$ cat src/rtl/rtc_bank_pkg.sv
package rtc_bank_pkg;

    typedef enum logic [1:0] {
        LATCH_ARMED = 2'd0,
        LATCH_IDLE  = 2'd1
    } latch_state_t;

    typedef enum logic [1:0] {
        REG_ENABLE  = 2'd0,
        REG_ROMBANK = 2'd1,
        REG_SELECT  = 2'd2,
        REG_LATCH   = 2'd3
    } ctrl_reg_t;

    localparam logic [2:0] WINDOW_REGION = 3'b101;

    localparam logic [7:0] CODE_SEC  = 8'h08;
    localparam logic [7:0] CODE_MIN  = 8'h09;
    localparam logic [7:0] CODE_HR   = 8'h0A;
    localparam logic [7:0] CODE_DAYL = 8'h0B;
    localparam logic [7:0] CODE_CTRL = 8'h0C;

    localparam int SEC_W = 6;
    localparam int MIN_W = 6;
    localparam int HR_W  = 5;
    localparam int DAY_W = 9;

    localparam logic [SEC_W-1:0] SEC_LAST = 6'd59;
    localparam logic [MIN_W-1:0] MIN_LAST = 6'd59;
    localparam logic [HR_W-1:0]  HR_LAST  = 5'd23;

    typedef struct packed {
        logic [SEC_W-1:0] sec;
        logic [MIN_W-1:0] min;
        logic [HR_W-1:0]  hr;
        logic [DAY_W-1:0] day;
        logic [6:0]       ctrl_hi;
    } clock_fields_t;

endpackage

$ cat src/rtl/rtc_bank_map.sv
module rtc_bank_map
    import rtc_bank_pkg::*;
#(
    parameter int ROM_BANK_W = 7,
    parameter int RAM_BANK_W = 3
) (
    input  logic                  clk,
    input  logic                  rst_n,
    input  logic                  ctrl_wr,
    input  ctrl_reg_t             ctrl_reg,
    input  logic [7:0]            wdata,
    output logic                  ram_en,
    output logic [ROM_BANK_W-1:0] rom_bank,
    output logic [RAM_BANK_W-1:0] ram_bank,
    output logic                  clock_mode,
    output logic [7:0]            clock_code
);
    localparam logic [ROM_BANK_W-1:0] ROM_BANK_ONE = {{(ROM_BANK_W-1){1'b0}}, 1'b1};

    logic                  sel_is_ram;
    logic [ROM_BANK_W-1:0] rom_masked;

    assign sel_is_ram = ((wdata >> RAM_BANK_W) == 8'd0);
    assign rom_masked = wdata[ROM_BANK_W-1:0];

    always_ff @(posedge clk) begin
        if (!rst_n) begin
            ram_en     <= 1'b0;
            rom_bank   <= ROM_BANK_ONE;
            ram_bank   <= '0;
            clock_mode <= 1'b0;
            clock_code <= CODE_SEC;
        end else if (ctrl_wr) begin
            unique case (ctrl_reg)
                REG_ENABLE:  ram_en <= wdata[1] & wdata[3];
                REG_ROMBANK: rom_bank <= (rom_masked == '0) ? ROM_BANK_ONE : rom_masked;
                REG_SELECT: begin
                    if (sel_is_ram) begin
                        ram_bank   <= wdata[RAM_BANK_W-1:0];
                        clock_mode <= 1'b0;
                    end else if (ram_en) begin
                        clock_mode <= 1'b1;
                        clock_code <= wdata;
                    end
                end
                REG_LATCH: ;
            endcase
        end
    end
endmodule

$ cat src/rtl/rtc_timekeeper.sv
module rtc_timekeeper
    import rtc_bank_pkg::*;
(
    input  logic          clk,
    input  logic          rst_n,
    input  logic          tick,
    input  logic          wr_en,
    input  logic [7:0]    wr_code,
    input  logic [7:0]    wr_data,
    output clock_fields_t live
);
    localparam logic [DAY_W-1:0] DAY_LAST = '1;

    always_ff @(posedge clk) begin
        if (!rst_n) begin
            live <= '0;
        end else if (wr_en) begin
            case (wr_code)
                CODE_SEC:  live.sec <= wr_data[SEC_W-1:0];
                CODE_MIN:  live.min <= wr_data[MIN_W-1:0];
                CODE_HR:   live.hr  <= wr_data[HR_W-1:0];
                CODE_DAYL: live.day[7:0] <= wr_data;
                CODE_CTRL: begin
                    live.day[DAY_W-1] <= wr_data[0];
                    live.ctrl_hi      <= wr_data[7:1] | {live.ctrl_hi[6], 6'd0};
                end
                default: ;
            endcase
        end else if (tick) begin
            if (live.sec >= SEC_LAST) begin
                live.sec <= '0;
                if (live.min >= MIN_LAST) begin
                    live.min <= '0;
                    if (live.hr >= HR_LAST) begin
                        live.hr <= '0;
                        if (live.day == DAY_LAST) begin
                            live.day        <= '0;
                            live.ctrl_hi[6] <= 1'b1;
                        end else begin
                            live.day <= live.day + 1'b1;
                        end
                    end else begin
                        live.hr <= live.hr + 1'b1;
                    end
                end else begin
                    live.min <= live.min + 1'b1;
                end
            end else begin
                live.sec <= live.sec + 1'b1;
            end
        end
    end
endmodule

$ cat src/rtl/rtc_latch_seq.sv
module rtc_latch_seq
    import rtc_bank_pkg::*;
(
    input  logic          clk,
    input  logic          rst_n,
    input  logic          latch_wr,
    input  logic [7:0]    latch_val,
    input  clock_fields_t live,
    output clock_fields_t snap
);
    latch_state_t state, state_nxt;
    logic         capture;

    always_ff @(posedge clk) begin
        if (!rst_n) state <= LATCH_ARMED;
        else        state <= state_nxt;
    end

    always_comb begin
        state_nxt = state;
        capture   = 1'b0;
        if (latch_wr) begin
            unique case (state)
                LATCH_ARMED: begin
                    if (latch_val == 8'd1) begin
                        capture   = 1'b1;
                        state_nxt = LATCH_IDLE;
                    end
                end
                LATCH_IDLE: begin
                    if (latch_val == 8'd0) state_nxt = LATCH_ARMED;
                end
                default: state_nxt = LATCH_ARMED;
            endcase
        end
    end

    always_ff @(posedge clk) begin
        if (!rst_n)       snap <= '0;
        else if (capture) snap <= live;
    end
endmodule

$ cat src/rtl/rtc_bank_ctrl.sv
module rtc_bank_ctrl
    import rtc_bank_pkg::*;
#(
    parameter int ROM_BANK_W     = 7,
    parameter int RAM_BANK_W     = 3,
    parameter int ROM_PAGE_SHIFT = 14,
    parameter int RAM_PAGE_SHIFT = 13,
    localparam int ROM_BASE_W    = ROM_BANK_W + ROM_PAGE_SHIFT,
    localparam int RAM_BASE_W    = RAM_BANK_W + RAM_PAGE_SHIFT
) (
    input  logic                  clk,
    input  logic                  rst_n,
    input  logic                  cpu_wr,
    input  logic [2:0]            cpu_addr_hi,
    input  logic [7:0]            cpu_wdata,
    input  logic                  tick,
    output logic [ROM_BASE_W-1:0] rom_base,
    output logic [RAM_BASE_W-1:0] ram_base,
    output logic                  ram_window_en,
    output logic [7:0]            clock_rd
);
    logic                  ctrl_wr, win_wr, latch_wr;
    ctrl_reg_t             ctrl_reg;
    logic                  map_en, clock_mode;
    logic [ROM_BANK_W-1:0] rom_bank;
    logic [RAM_BANK_W-1:0] ram_bank;
    logic [7:0]            clock_code;
    clock_fields_t         live, snap;

    assign ctrl_wr  = cpu_wr & ~cpu_addr_hi[2];
    assign ctrl_reg = ctrl_reg_t'(cpu_addr_hi[1:0]);
    assign latch_wr = ctrl_wr & (ctrl_reg == REG_LATCH);
    assign win_wr   = cpu_wr & (cpu_addr_hi == WINDOW_REGION) & map_en & clock_mode;

    rtc_bank_map #(.ROM_BANK_W(ROM_BANK_W), .RAM_BANK_W(RAM_BANK_W)) u_map (
        .clk(clk), .rst_n(rst_n), .ctrl_wr(ctrl_wr), .ctrl_reg(ctrl_reg),
        .wdata(cpu_wdata), .ram_en(map_en), .rom_bank(rom_bank),
        .ram_bank(ram_bank), .clock_mode(clock_mode), .clock_code(clock_code)
    );

    rtc_timekeeper u_time (
        .clk(clk), .rst_n(rst_n), .tick(tick), .wr_en(win_wr),
        .wr_code(clock_code), .wr_data(cpu_wdata), .live(live)
    );

    rtc_latch_seq u_latch (
        .clk(clk), .rst_n(rst_n), .latch_wr(latch_wr), .latch_val(cpu_wdata),
        .live(live), .snap(snap)
    );

    assign rom_base      = {rom_bank, {ROM_PAGE_SHIFT{1'b0}}};
    assign ram_base      = {ram_bank, {RAM_PAGE_SHIFT{1'b0}}};
    assign ram_window_en = map_en & ~clock_mode;

    always_comb begin
        clock_rd = 8'd0;
        if (map_en && clock_mode) begin
            case (clock_code)
                CODE_SEC:  clock_rd = {2'd0, snap.sec};
                CODE_MIN:  clock_rd = {2'd0, snap.min};
                CODE_HR:   clock_rd = {3'd0, snap.hr};
                CODE_DAYL: clock_rd = snap.day[7:0];
                CODE_CTRL: clock_rd = {snap.ctrl_hi, snap.day[DAY_W-1]};
                default:   clock_rd = 8'd0;
            endcase
        end
    end
endmodule

$ cat config.mk
export PLATFORM = sky130hd
export DESIGN_NAME = rtc_bank_ctrl
export DESIGN_NICKNAME = d
export VERILOG_FILES = /design/src/rtl/rtc_bank_pkg.sv /design/src/rtl/rtc_bank_map.sv /design/src/rtl/rtc_timekeeper.sv /design/src/rtl/rtc_latch_seq.sv /design/src/rtl/rtc_bank_ctrl.sv
export SDC_FILE = /design/constraint.sdc
export NUM_CORES = 1
export LEC_CHECK = 0
export BUFFER_PORTS_ARGS = -buffer_cell sky130_fd_sc_hd__buf_2
export CAP_MARGIN = 30
export CORE_ASPECT_RATIO = 0.7
export CORE_MARGIN = 2
export CORE_UTILIZATION = 35
export DETAILED_ROUTE_END_ITERATION = 7
export HOLD_SLACK_MARGIN = 0.03
export PLACE_DENSITY = 0.61
export SLEW_MARGIN = 0
export SYNTH_ARGS = -nofsm -noshare
export SYNTH_HDL_FRONTEND = slang
export SYNTH_SLANG_ARGS = --single-unit
$ cat constraint.sdc
create_clock -name clk -period 5.11 [get_ports clk]
set_input_delay 0.7665 -clock clk [delete_from_list [all_inputs] [get_ports clk]]
set_output_delay 0.7665 -clock clk [all_outputs]
set_load 0.01 [all_outputs]
==> flow_results.xml, run 1 <==
<?xml version="1.0" encoding="UTF-8"?>
<metrics>
  <group name="status">
    <metric name="outcome" unit="">complete, but fails checks</metric>
    <metric name="violations" unit="">design-rule violations</metric>
  </group>
  <group name="synth">
    <metric name="number_of_distinct_standard_cells_referenced_by_the_synthesized_netlist" unit="">70</metric>
    <metric name="synth-async-reset-ratio" unit="%">0</metric>
    <metric name="syn-mean-instance-area" unit="um^2">8.90</metric>
    <metric name="synth_edf_count" unit="">0</metric>
    <metric name="synth_area_leaders" unit="">sky130_fd_sc_hd__dfxtp_1, sky130_fd_sc_hd__mux2i_1, sky130_fd_sc_hd__nor2_1, sky130_fd_sc_hd__buf_4, sky130_fd_sc_hd__a21oi_1</metric>
    <metric name="synth_top_cell_by_area" unit="">sky130_fd_sc_hd__dfxtp_1</metric>
    <metric name="yosys_warnings" unit="">0</metric>
    <metric name="syn_std_cell_area" unit="um^2">4540</metric>
    <metric name="top_area_cell_type_share_of_the_netlist_area" unit="%">38.4</metric>
    <metric name="post_synth_inst_count" unit="">510</metric>
    <metric name="ys_seq_area_share" unit="%">38.4</metric>
    <metric name="ys_dominant_reg_cell" unit="">sky130_fd_sc_hd__dfxtp_1</metric>
    <metric name="synth-seq-cells" unit="">87</metric>
  </group>
  <group name="cts">
    <metric name="clock_tree.root_cell" unit="">sky130_fd_sc_hd__clkbuf_16</metric>
    <metric name="worst_skew_pair.late_latency" unit="ns">0.34</metric>
    <metric name="post_cts.repair.setup_buffers" unit="">0</metric>
    <metric name="cts.htree.levels" unit="">3</metric>
    <metric name="cts_sinks" unit="">87</metric>
    <metric name="cts_made_buffers" unit="">9</metric>
    <metric name="clock_tree_from_tritoncts" unit="">yes</metric>
    <metric name="worst_setup_hold_path_clk_slew" unit="ns">0.07</metric>
    <metric name="post_cts_resize_count" unit="">0</metric>
    <metric name="cts_buffer_depth" unit="">2</metric>
    <metric name="cts_hold_repair.buffers" unit="">0</metric>
  </group>
  <group name="route">
    <metric name="avgRoutedWirePerCell" unit="um">17.9</metric>
    <metric name="drt-pass1-iter-count" unit="">8</metric>
    <metric name="post-route-drc-count" unit="">5</metric>
    <metric name="antenna_left" unit="">0</metric>
    <metric name="via_count" unit="">3886</metric>
    <metric name="detail_route.wirelength" unit="um">12400</metric>
    <metric name="route.detailed.vias_per_inst" unit="">5.62</metric>
    <metric name="drtIter0Drc" unit="">440</metric>
  </group>
  <group name="critical_path">
    <metric name="crit_path_end_kind" unit="">output pin</metric>
    <metric name="reg2regPathDepth" unit="">5</metric>
    <metric name="timing.critical_path.fanout_max" unit="">15</metric>
    <metric name="worst_r2r_endpoint" unit="">u_time.live[21]$_SDFFE_PN0P_</metric>
    <metric name="timing.setup.critical_path_class" unit="">reg2out</metric>
    <metric name="critical_path.cell_chain" unit="">nor2_1 -&gt; and4b_1 -&gt; a22oi_1 -&gt; nor2_1 -&gt; buf_2</metric>
    <metric name="timing.reg2reg.setup_slack" unit="ns">2.42</metric>
    <metric name="cell_with_the_largest_stage_delay_on_the_worst_path" unit="">sky130_fd_sc_hd__and4b_1</metric>
    <metric name="critical_path_required" unit="ns">4.34</metric>
    <metric name="crit_top_cell" unit="">sky130_fd_sc_hd__nor2_1</metric>
    <metric name="r2r-start" unit="">u_map.clock_code[2]$_SDFFE_PN0P_</metric>
    <metric name="worstPathBufferInverterCount" unit="">1</metric>
    <metric name="cpPeakStageDelay" unit="ns">0.60</metric>
    <metric name="worst_ep_arrival_time" unit="ns">2.34</metric>
    <metric name="timing.critical_path.from_type" unit="">register</metric>
    <metric name="critPathTopFamily" unit="">simple AND/OR/NAND/NOR gates</metric>
  </group>
  <group name="place">
    <metric name="dp_hpwl" unit="um">8870</metric>
    <metric name="routabilityCongestion" unit="">0.891</metric>
    <metric name="placedCellCount" unit="">675</metric>
    <metric name="port_buffers" unit="">33</metric>
  </group>
  <group name="floorplanning">
    <metric name="die-height" unit="um">99.3</metric>
    <metric name="design.die.area" unit="um^2">13900</metric>
    <metric name="die_width" unit="um">140</metric>
    <metric name="number_of_ports_placed_on_the_die_boundary" unit="">61</metric>
    <metric name="initial_utilization" unit="%">36.2</metric>
    <metric name="core.rowCount" unit="">34</metric>
    <metric name="floorplan_core_area" unit="um^2">12500</metric>
  </group>
  <group name="power">
    <metric name="maximum_ir_drop_on_the_vdd_rail" unit="mV">0.195</metric>
    <metric name="power.density" unit="nW/um^2">291</metric>
    <metric name="p_leak" unit="nW">1.76</metric>
    <metric name="power" unit="mW">1.46</metric>
  </group>
  <group name="sta">
    <metric name="slew_viol_final" unit="">0</metric>
    <metric name="final.hold.worst_slack" unit="ns">0.459</metric>
    <metric name="setup_total_negative_slack" unit="ns">0</metric>
    <metric name="hold_viol" unit="">0</metric>
    <metric name="layout_worst_path_cycle_share" unit="%">60.7</metric>
    <metric name="timing.fmax" unit="MHz">322</metric>
    <metric name="timing_worst_slew_pin_value" unit="ns">0.997</metric>
    <metric name="unrepaired_setup_endpoints_after_global_routing" unit="">false</metric>
    <metric name="clock-skew-final" unit="ns">0.0106</metric>
    <metric name="min_period" unit="ns">3.10</metric>
    <metric name="finalSetupViolations" unit="">0</metric>
    <metric name="timing.slew.headroom" unit="%">33.4</metric>
  </group>
  <group name="hold_path">
    <metric name="hp-start" unit="">u_time.live[5]$_SDFFE_PN0P_</metric>
    <metric name="min_delay_path_depth" unit="">2</metric>
    <metric name="hold_class" unit="">reg2reg</metric>
    <metric name="min_delay_worst_endpoint" unit="">u_time.live[5]$_SDFFE_PN0P_</metric>
  </group>
  <group name="global_routing">
    <metric name="grtUsageTotal" unit="%">18.1</metric>
    <metric name="gr-total-overflow" unit="">0</metric>
    <metric name="grt_pass1_vias" unit="">3620</metric>
    <metric name="antenna_found_initial" unit="">0</metric>
    <metric name="grt_pass1_wl" unit="um">19800</metric>
    <metric name="maximum_number_of_pins_on_one_net_before_global_route_repair" unit="">48</metric>
  </group>
  <group name="final_layout">
    <metric name="num-fill-cells" unit="">1244</metric>
    <metric name="finish.net_count" unit="">545</metric>
    <metric name="fin_util" unit="%">40.0</metric>
    <metric name="finalNonFillerCells" unit="">692</metric>
    <metric name="flow.area_growth_from_synthesis" unit="%">10.7</metric>
    <metric name="mostFrequentLayoutCell" unit="">sky130_fd_sc_hd__dfxtp_1</metric>
    <metric name="diodes" unit="">0</metric>
    <metric name="fraction_of_layout_cells_with_a_size_suffix_above_1" unit="%">14.3</metric>
    <metric name="most-common-layout-cells" unit="">sky130_fd_sc_hd__dfxtp_1, sky130_fd_sc_hd__nor2_1, sky130_fd_sc_hd__mux2i_1, sky130_fd_sc_hd__buf_2, sky130_fd_sc_hd__nand2_1</metric>
  </group>
  <group name="flow_run">
    <metric name="drv_cap" unit="">0</metric>
  </group>
</metrics>
## layout make-up
class	count	area (um^2)	area share, %
Timing Repair Buffer	39	223	4.44
Tap cell	162	203	4.04
Clock inverter	7	97.6	1.94
Sequential cell	87	1740	34.7
Clock buffer	9	225	4.49
Inverter	9	33.8	0.673
Multi-Input combinational cell	379	2500	49.7
## worst register-to-register path: stages, from the launching register on
cell and delay [ns]:
sky130_fd_sc_hd__dfxtp_1 0.38, sky130_fd_sc_hd__nor4_4 0.32, sky130_fd_sc_hd__nor2b_1 0.83, sky130_fd_sc_hd__a32oi_1 0.55, sky130_fd_sc_hd__a221oi_1 0.36, sky130_fd_sc_hd__a211oi_1 0.09
## state kept, by name, indices dropped and copies added, names as in the netlist
name	flops
u_map.clock_mode	1
u_map.ram_bank	3
u_time.live	33
u_latch.state	1
u_latch.snap	33
u_map.rom_bank	7
u_map.clock_code	8
u_map.ram_en	1
## layer usage
metal  up-vias  track usage [%]  share of wire [%]
met5         -                0                  0
met4         0             3.57               0.81
met3        15             5.39                7.6
met2       148             26.6                 42
met1      1876             26.3                 49
li1       1847                -                  -
## worst max path at each step
stage	startpoint	to	slack (ns)	cells past startpoint
after floorplan	u_map.clock_code[6]$_SDFFE_PN0P_	clock_rd[3]	2.75	6
after global placement	cpu_addr_hi[1]	u_time.live[10]$_SDFFE_PN0P_	2.35	7
after detailed placement	cpu_addr_hi[1]	u_time.live[9]$_SDFFE_PN0P_	2.26	7
after CTS	u_map.clock_code[0]$_SDFFE_PN0P_	clock_rd[1]	1.99	5
after global routing	u_map.clock_code[0]$_SDFFE_PN0P_	clock_rd[1]	1.78	5
final	u_map.clock_code[0]$_SDFFE_PN0P_	clock_rd[1]	2.01	5
## metrics by stage
step / setup WS, ns / area (um^2)
3_5_place_dp: 2.26 / 4690
4_1_cts: 1.99 / 5010
6_report: 2.01 / 5020
3_3_place_gp: 2.35 / 4670
5_1_grt: 1.78 / 5020
2_1_floorplan: 2.75 / 4630
## where the power goes
group / internal, mW / switching, mW / leakage, nW
logic: 0.0174 / 0.0509 / 0.910
registers: 0.682 / 0.00470 / 0.701
clock network: 0.429 / 0.276 / 0.152
## cell families after synthesis
family,synth area share [%]
flops,38.4
mux,14.0
xor+xnor,0.193
fa+ha+maj,1.38
simple gates,19.3
buf+inv,9.02
compound gates,17.7
other cells,0.0827
## cell usage after synthesis (all sizes together), types with 9 or more instances
cell,count
a21oi,25
nor3,9
nand2,30
clkbuf,21
dfxtp,87
nor2,74
o21ai,18
buf,40
inv,9
nand3,21
a22oi,10
mux2i,52
(Power assumes the default switching activity.)
==> run 2: changes to the inputs <==
--- a/config.mk
+++ b/config.mk
@@ -5,6 +5,7 @@
 export SDC_FILE = /design/constraint.sdc
 export NUM_CORES = 1
 export LEC_CHECK = 0
+export ABC_AREA = 1
 export BUFFER_PORTS_ARGS = -buffer_cell sky130_fd_sc_hd__buf_2
 export CAP_MARGIN = 30
 export CORE_ASPECT_RATIO = 0.7
==> constraint.sdc (replaced) <==
create_clock -name clk -period 3.1 [get_ports clk]
set_input_delay 0.465 -clock clk [delete_from_list [all_inputs] [get_ports clk]]
set_output_delay 0.465 -clock clk [all_outputs]
set_load 0.01 [all_outputs]
==> flow_results.xml, run 2 <==
<?xml version="1.0" encoding="UTF-8"?>
<metrics>
  <group name="synth">
    <metric name="ys_dominant_reg_cell" unit="">sky130_fd_sc_hd__dfxtp_1</metric>
    <metric name="synth_edf_count" unit="">0</metric>
    <metric name="synth_area_leaders" unit="">sky130_fd_sc_hd__dfxtp_1, sky130_fd_sc_hd__nand2_1, sky130_fd_sc_hd__o21ai_0, sky130_fd_sc_hd__a21oi_1, sky130_fd_sc_hd__nor2_1</metric>
    <metric name="synth_top_cell_by_area" unit="">sky130_fd_sc_hd__dfxtp_1</metric>
    <metric name="top_area_cell_type_share_of_the_netlist_area" unit="%">38.1</metric>
    <metric name="ys_seq_area_share" unit="%">38.1</metric>
    <metric name="yosys_warnings" unit="">0</metric>
    <metric name="synth.most_common_cell" unit="">sky130_fd_sc_hd__nand2_1</metric>
    <metric name="synth-async-reset-ratio" unit="%">0</metric>
    <metric name="synth-seq-cells" unit="">87</metric>
    <metric name="post_synth_inst_count" unit="">655</metric>
    <metric name="syn-mean-instance-area" unit="um^2">6.98</metric>
    <metric name="synth_common_cells" unit="">sky130_fd_sc_hd__nand2_1, sky130_fd_sc_hd__dfxtp_1, sky130_fd_sc_hd__nor2_1, sky130_fd_sc_hd__inv_1, sky130_fd_sc_hd__o21ai_0</metric>
    <metric name="number_of_distinct_standard_cells_referenced_by_the_synthesized_netlist" unit="">38</metric>
    <metric name="syn_std_cell_area" unit="um^2">4570</metric>
  </group>
  <group name="route">
    <metric name="route.detailed.vias_per_inst" unit="">4.88</metric>
    <metric name="antenna_left" unit="">0</metric>
    <metric name="avgRoutedWirePerCell" unit="um">14.1</metric>
    <metric name="drt-pass1-iter-count" unit="">5</metric>
    <metric name="post-route-drc-count" unit="">0</metric>
    <metric name="via_count" unit="">4118</metric>
    <metric name="detail_route.wirelength" unit="um">11900</metric>
    <metric name="drtIter0Drc" unit="">332</metric>
  </group>
  <group name="global_routing">
    <metric name="antenna_found_initial" unit="">2</metric>
    <metric name="gr-total-overflow" unit="">0</metric>
    <metric name="grt_pass1_wl" unit="um">19500</metric>
    <metric name="maximum_number_of_pins_on_one_net_before_global_route_repair" unit="">68</metric>
    <metric name="grtUsageTotal" unit="%">17.7</metric>
    <metric name="grt_pass1_vias" unit="">3756</metric>
  </group>
  <group name="sta">
    <metric name="layout_worst_path_cycle_share" unit="%">74.9</metric>
    <metric name="postLayoutSetupSlackWorst" unit="ns">0.777</metric>
    <metric name="setup_total_negative_slack" unit="ns">0</metric>
    <metric name="timing.fmax" unit="MHz">430</metric>
    <metric name="min_period" unit="ns">2.32</metric>
    <metric name="finalSetupViolations" unit="">0</metric>
    <metric name="hold_viol" unit="">0</metric>
    <metric name="unrepaired_setup_endpoints_after_global_routing" unit="">false</metric>
    <metric name="slew_viol_final" unit="">0</metric>
    <metric name="timing.slew.headroom" unit="%">50.0</metric>
    <metric name="timing_worst_slew_pin_value" unit="ns">0.747</metric>
    <metric name="clock-skew-final" unit="ns">0.00663</metric>
  </group>
  <group name="floorplanning">
    <metric name="design.die.area" unit="um^2">14000</metric>
    <metric name="floorplan_core_area" unit="um^2">12600</metric>
    <metric name="die_width" unit="um">141</metric>
    <metric name="die-height" unit="um">99.6</metric>
    <metric name="initial_utilization" unit="%">36.3</metric>
    <metric name="core.rowCount" unit="">34</metric>
    <metric name="number_of_ports_placed_on_the_die_boundary" unit="">61</metric>
  </group>
  <group name="cts">
    <metric name="cts_made_buffers" unit="">9</metric>
    <metric name="cts.htree.levels" unit="">3</metric>
    <metric name="cts_hold_repair.buffers" unit="">0</metric>
    <metric name="clock_tree.root_cell" unit="">sky130_fd_sc_hd__clkbuf_16</metric>
    <metric name="cts_buffer_depth" unit="">2</metric>
    <metric name="worst_skew_pair.late_latency" unit="ns">0.35</metric>
    <metric name="worst_setup_hold_path_clk_slew" unit="ns">0.06</metric>
    <metric name="cts_sinks" unit="">87</metric>
    <metric name="post_cts_resize_count" unit="">0</metric>
    <metric name="post_cts.repair.setup_buffers" unit="">0</metric>
    <metric name="clock_tree_from_tritoncts" unit="">yes</metric>
  </group>
  <group name="critical_path">
    <metric name="timing.critical_path.fanout_max" unit="">8</metric>
    <metric name="crit_path_end_kind" unit="">output pin</metric>
    <metric name="timing.critical_path.from_type" unit="">register</metric>
    <metric name="timing.setup.critical_path_class" unit="">reg2out</metric>
    <metric name="crit_top_cell" unit="">sky130_fd_sc_hd__nand2_1</metric>
    <metric name="cpPeakStageDelay" unit="ns">0.31</metric>
    <metric name="critical_path.cell_chain" unit="">inv_1 -&gt; nand2_1 -&gt; nor2_4 -&gt; nand2_1 -&gt; nor2_4 -&gt; nand2_1 -&gt; a21oi_1 -&gt; buf_2</metric>
    <metric name="worst_ep_arrival_time" unit="ns">1.86</metric>
    <metric name="critical_path_required" unit="ns">2.63</metric>
    <metric name="critPathTopFamily" unit="">simple AND/OR/NAND/NOR gates</metric>
    <metric name="cp_num_cells" unit="">8</metric>
    <metric name="worstPathBufferInverterCount" unit="">2</metric>
    <metric name="reg2regPathDepth" unit="">9</metric>
    <metric name="cell_with_the_largest_stage_delay_on_the_worst_path" unit="">sky130_fd_sc_hd__dfxtp_1</metric>
  </group>
  <group name="flow_run">
    <metric name="drv_cap" unit="">0</metric>
  </group>
  <group name="final_layout">
    <metric name="finish.net_count" unit="">698</metric>
    <metric name="largest_registers" unit="">u_latch.snap: 33 flops, u_time.live: 33 flops, u_map.clock_code: 8 flops</metric>
    <metric name="flow.area_growth_from_synthesis" unit="%">10.7</metric>
    <metric name="fin_area" unit="um^2">5060</metric>
    <metric name="finalNonFillerCells" unit="">844</metric>
    <metric name="most-common-layout-cells" unit="">sky130_fd_sc_hd__nand2_1, sky130_fd_sc_hd__dfxtp_1, sky130_fd_sc_hd__nor2_1, sky130_fd_sc_hd__inv_1, sky130_fd_sc_hd__o21ai_0</metric>
    <metric name="fraction_of_layout_cells_with_a_size_suffix_above_1" unit="%">12.3</metric>
    <metric name="diodes" unit="">0</metric>
    <metric name="mostFrequentLayoutCell" unit="">sky130_fd_sc_hd__nand2_1</metric>
  </group>
  <group name="power">
    <metric name="p_int" unit="mW">1.97</metric>
    <metric name="maximum_ir_drop_on_the_vdd_rail" unit="mV">0.316</metric>
    <metric name="p_leak" unit="nW">2.20</metric>
    <metric name="power.density" unit="nW/um^2">498</metric>
    <metric name="p_sw_share" unit="%">22.0</metric>
    <metric name="seq_power_share" unit="%">45.0</metric>
    <metric name="power.share.combinational" unit="%">4.9</metric>
    <metric name="clkPwrFrac" unit="%">50.1</metric>
    <metric name="sw_pwr" unit="uW">555</metric>
  </group>
  <group name="place">
    <metric name="post_dp_cell_area" unit="um^2">4710</metric>
    <metric name="routabilityCongestion" unit="">0.888</metric>
    <metric name="place_worst_setup_slack" unit="ns">1.06</metric>
    <metric name="dp_hpwl" unit="um">8730</metric>
    <metric name="placedCellCount" unit="">829</metric>
    <metric name="port_buffers" unit="">33</metric>
  </group>
  <group name="status">
    <metric name="outcome" unit="">complete, no violations</metric>
  </group>
  <group name="hold_path">
    <metric name="hold_class" unit="">in2reg</metric>
    <metric name="min_delay_path_depth" unit="">3</metric>
  </group>
</metrics>
-- run 2: path summary, 6_finish.rpt --
| path | startpoint | to | slack (ns) |
|---|---|---|---|
| worst min-delay path | cpu_wdata[7] | u_map.clock_code[7]$_SDFFE_PN0P_ | 0.43 |
| worst max-delay path | u_map.clock_code[6]$_SDFFE_PN0P_ | clock_rd[0] | 0.78 |
| worst max register to register | u_map.clock_mode$_SDFFE_PN0P_ | u_time.live[6]$_SDFFE_PN0P_ | 1.14 |
| worst min register to register | u_latch.snap[27]$_SDFFE_PN0P_ | u_latch.snap[27]$_SDFFE_PN0P_ | 0.45 |
-- run 2: cell families after synthesis --
kind of cell               Yosys count  synth area share, %
AOI/OAI and AO/OA                  157                 18.6
and+or+nand+nor                    257                 24.9
adders and majority gates            5                 1.37
DFF                                 87                 38.1
xor gates and xnor gates            11                 2.11
other                                1               0.0821
buffers and inverters              137                 14.8
-- run 2: stage by stage --
| stage | power [mW] | hold slack (ns) | util, % |
|---|---|---|---|
| after floorplan | 1.27 | 0.424 | - |
| after global placement | 1.28 | 0.433 | 37.4 |
| after detailed placement | 1.28 | 0.437 | 37.4 |
| after CTS | 2.55 | 0.421 | 40.2 |
| after global routing | 2.60 | 0.449 | 40.2 |
| final | 2.52 | 0.434 | 40.2 |
-- run 2: worst register-to-register path: stages (launching register included) --
cell	delay [ns]
sky130_fd_sc_hd__dfxtp_1	0.37
sky130_fd_sc_hd__nand2_2	0.17
sky130_fd_sc_hd__inv_2	0.14
sky130_fd_sc_hd__nand3_4	0.27
sky130_fd_sc_hd__nand2_1	0.35
sky130_fd_sc_hd__nand2_1	0.13
sky130_fd_sc_hd__nor2_1	0.21
sky130_fd_sc_hd__nand3_1	0.10
sky130_fd_sc_hd__nand2_1	0.07
sky130_fd_sc_hd__nor2_1	0.05
-- run 2: layout make-up --
class	count	area [um^2]
multi-input combinational	457	2260
clock inverter	5	106
timing repair buffer	36	188
tap	162	203
inverter	87	327
sequential	87	1740
clock buffer	10	239
fill	1333	7530
-- run 2: power by group through the flow --
stage          combinational [mW]  sequential, mW  clock [mW]
2_1_floorplan               0.107            1.16           0
3_3_place_gp                0.120            1.16           0
3_5_place_dp                0.122            1.16           0
4_1_cts                     0.123            1.14        1.29
5_1_grt                     0.140            1.14        1.33
6_report                    0.123            1.14        1.26
-- run 2: metal layers --
metal	vias up	wire length [um]	share of wire, %	track usage (%)
li1	2090	-	-	-
met1	1890	6080	51	26.4
met2	120	4880	41	24.8
met3	18	753	6.3	4.38
met4	0	214	1.8	5.69
met5	-	0	0	0
==> run 3: changes to the inputs <==
--- a/config.mk
+++ b/config.mk
@@ -5,7 +5,7 @@
 export SDC_FILE = /design/constraint.sdc
 export NUM_CORES = 1
 export LEC_CHECK = 0
-export ABC_AREA = 1
+export ABC_AREA = 0
 export BUFFER_PORTS_ARGS = -buffer_cell sky130_fd_sc_hd__buf_2
 export CAP_MARGIN = 30
 export CORE_ASPECT_RATIO = 0.7
==> constraint.sdc (replaced) <==
create_clock -name clk -period 2.4 [get_ports clk]
set_input_delay 0.36 -clock clk [delete_from_list [all_inputs] [get_ports clk]]
set_output_delay 0.36 -clock clk [all_outputs]
set_load 0.01 [all_outputs]
==> flow_results.xml, run 3 (same netlist as run 1, synthesis figures left out) <==
<?xml version="1.0" encoding="UTF-8"?>
<metrics>
  <group name="status">
    <metric name="outcome" unit="">complete, but fails checks</metric>
    <metric name="violations" unit="">design-rule violations</metric>
  </group>
  <group name="final_layout">
    <metric name="fraction_of_layout_cells_with_a_size_suffix_above_1" unit="%">17.3</metric>
    <metric name="flow.area_growth_from_synthesis" unit="%">14.2</metric>
    <metric name="most-common-layout-cells" unit="">sky130_fd_sc_hd__dfxtp_1, sky130_fd_sc_hd__nor2_1, sky130_fd_sc_hd__mux2i_1, sky130_fd_sc_hd__buf_2, sky130_fd_sc_hd__nand2_1</metric>
    <metric name="mostFrequentLayoutCell" unit="">sky130_fd_sc_hd__dfxtp_1</metric>
    <metric name="finish.net_count" unit="">564</metric>
    <metric name="num-fill-cells" unit="">1228</metric>
    <metric name="largest_registers" unit="">u_latch.snap: 33 flops, u_time.live: 33 flops, u_map.clock_code: 8 flops</metric>
    <metric name="diodes" unit="">0</metric>
    <metric name="fin_area" unit="um^2">5180</metric>
  </group>
  <group name="power">
    <metric name="power" unit="mW">3.10</metric>
    <metric name="power.density" unit="nW/um^2">599</metric>
    <metric name="maximum_ir_drop_on_the_vdd_rail" unit="mV">0.396</metric>
    <metric name="p_leak" unit="nW">1.85</metric>
  </group>
  <group name="critical_path">
    <metric name="timing.critical_path.from_type" unit="">register</metric>
    <metric name="timing.critical_path.fanout_max" unit="">8</metric>
    <metric name="crit_path_end_kind" unit="">output pin</metric>
    <metric name="critical_path_required" unit="ns">2.04</metric>
    <metric name="worst_ep_arrival_time" unit="ns">1.95</metric>
    <metric name="timing.setup.critical_path_class" unit="">reg2out</metric>
    <metric name="timing.reg2reg.setup_slack" unit="ns">0.24</metric>
  </group>
  <group name="sta">
    <metric name="final.hold.worst_slack" unit="ns">0.357</metric>
    <metric name="hold_viol" unit="">0</metric>
    <metric name="slew_viol_final" unit="">0</metric>
    <metric name="postLayoutSetupSlackWorst" unit="ns">0.0910</metric>
    <metric name="timing.fmax" unit="MHz">433</metric>
    <metric name="timing.slew.headroom" unit="%">60.4</metric>
    <metric name="min_period" unit="ns">2.31</metric>
    <metric name="layout_worst_path_cycle_share" unit="%">96.2</metric>
    <metric name="finalSetupViolations" unit="">0</metric>
    <metric name="clock-skew-final" unit="ns">0.00789</metric>
    <metric name="timing_worst_slew_pin_value" unit="ns">0.594</metric>
  </group>
  <group name="global_routing">
    <metric name="grt_pass1_vias" unit="">3644</metric>
    <metric name="antenna_found_initial" unit="">0</metric>
    <metric name="gr-total-overflow" unit="">0</metric>
    <metric name="maximum_number_of_pins_on_one_net_before_global_route_repair" unit="">34</metric>
    <metric name="grt_pass1_wl" unit="um">20000</metric>
    <metric name="grtUsageTotal" unit="%">18.5</metric>
  </group>
  <group name="route">
    <metric name="drtIter0Drc" unit="">406</metric>
    <metric name="antenna_left" unit="">0</metric>
    <metric name="route.layer.met1.wl" unit="um">6440</metric>
    <metric name="avgRoutedWirePerCell" unit="um">18.1</metric>
    <metric name="top_metal_used" unit="">met4</metric>
    <metric name="via_count" unit="">3954</metric>
    <metric name="drt-pass1-iter-count" unit="">7</metric>
    <metric name="route.detailed.vias_per_inst" unit="">5.56</metric>
    <metric name="met2WireLength" unit="um">5180</metric>
    <metric name="metal3_wl" unit="um">975</metric>
    <metric name="detail_route.wirelength" unit="um">12800</metric>
    <metric name="post-route-drc-count" unit="">5</metric>
  </group>
  <group name="floorplanning">
    <metric name="design.die.area" unit="um^2">13900</metric>
    <metric name="die-height" unit="um">99.3</metric>
    <metric name="core.rowCount" unit="">34</metric>
    <metric name="number_of_ports_placed_on_the_die_boundary" unit="">61</metric>
    <metric name="initial_utilization" unit="%">36.2</metric>
    <metric name="floorplan_core_area" unit="um^2">12500</metric>
    <metric name="die_width" unit="um">140</metric>
  </group>
  <group name="flow_run">
    <metric name="drv_cap" unit="">0</metric>
  </group>
  <group name="cts">
    <metric name="cts_hold_repair.buffers" unit="">0</metric>
    <metric name="cts_sinks" unit="">87</metric>
    <metric name="clock_tree.root_cell" unit="">sky130_fd_sc_hd__clkbuf_16</metric>
    <metric name="worst_skew_pair.late_latency" unit="ns">0.34</metric>
    <metric name="clock_tree_from_tritoncts" unit="">yes</metric>
    <metric name="worst_setup_hold_path_clk_slew" unit="ns">0.06</metric>
    <metric name="cts_buffer_depth" unit="">2</metric>
    <metric name="cts.htree.levels" unit="">3</metric>
    <metric name="cts_made_buffers" unit="">9</metric>
  </group>
  <group name="place">
    <metric name="post_dp_cell_area" unit="um^2">4840</metric>
    <metric name="port_buffers" unit="">33</metric>
    <metric name="dp_hpwl" unit="um">9170</metric>
    <metric name="place_worst_setup_slack" unit="ns">0.147</metric>
    <metric name="routabilityCongestion" unit="">0.887</metric>
  </group>
  <group name="hold_path">
    <metric name="hold_class" unit="">in2reg</metric>
  </group>
</metrics>
-- run 3: cell count changes in the layout (fill, tap and decap cells not counted), sizes merged, moves of 8 or more --
cell / change
buf: +21
nand2: -98
a22oi: +10
xor2: -8
o21ai: -54
inv: -78
mux2i: +52
nor2: -18
a21oi: -40
-- run 3: what timing repair did --
item                       CTS  global route
gates resized for setup      1             2
setup endpoints to repair    5             4
gates cloned                 0             1
pin swaps                    0             1
buffers inserted             0             1
-- run 3: worst paths after layout --
path / from / end / cells past startpoint
max reg2reg: u_map.ram_en$_SDFFE_PN0P_ / u_time.live[10]$_SDFFE_PN0P_ / 5
max: u_map.clock_code[6]$_SDFFE_PN0P_ / clock_rd[0] / 5
min: cpu_wdata[7] / u_map.clock_code[7]$_SDFFE_PN0P_ / 3
min reg2reg: u_time.live[1]$_SDFFE_PN0P_ / u_time.live[1]$_SDFFE_PN0P_ / 2
-- run 3: where the power goes --
group	switching (mW)	leakage (nW)	total, mW	internal (mW)
Clock	0.576	0.142	1.49	0.913
Combinational	0.109	1.01	0.152	0.0428
Sequential	0.0102	0.702	1.46	1.45
Total	0.695	1.85	3.10	2.41
-- run 3: per-stage QoR --
step | utilization, % | setup TNS, ns | std cells
after floorplan | - | 0 | 536
after global placement | 38.6 | 0 | 693
after detailed placement | 38.6 | 0 | 693
after CTS | 41.1 | 0 | 709
after global routing | 41.3 | -0.00232 | 711
final | 41.3 | 0 | 711
-- run 3: worst max-delay path: stages (launching register included) --
cell and delay [ns]:
sky130_fd_sc_hd__dfxtp_1 0.36, sky130_fd_sc_hd__nor4b_2 0.37, sky130_fd_sc_hd__nor2b_1 0.22, sky130_fd_sc_hd__nand3_1 0.28, sky130_fd_sc_hd__nor2_1 0.23, sky130_fd_sc_hd__buf_2 0.16
-- run 3: metal layers --
layer / vias up / track usage, %
met1: 1905 / 27.6
met5: - / 0
met4: 0 / 6.29
met2: 153 / 26.1
met3: 24 / 4.48
li1: 1872 / -
-- run 3: cell type report --
cell class | instances | area, um^2 | share of cell area [%]
timing repair buffer | 57 | 370 | 7.15
clock buffer | 11 | 233 | 4.49
sequential | 87 | 1740 | 33.6
multi-input combinational | 380 | 2510 | 48.6
inverter | 9 | 33.8 | 0.652
clock inverter | 5 | 82.6 | 1.59
tap | 162 | 203 | 3.91
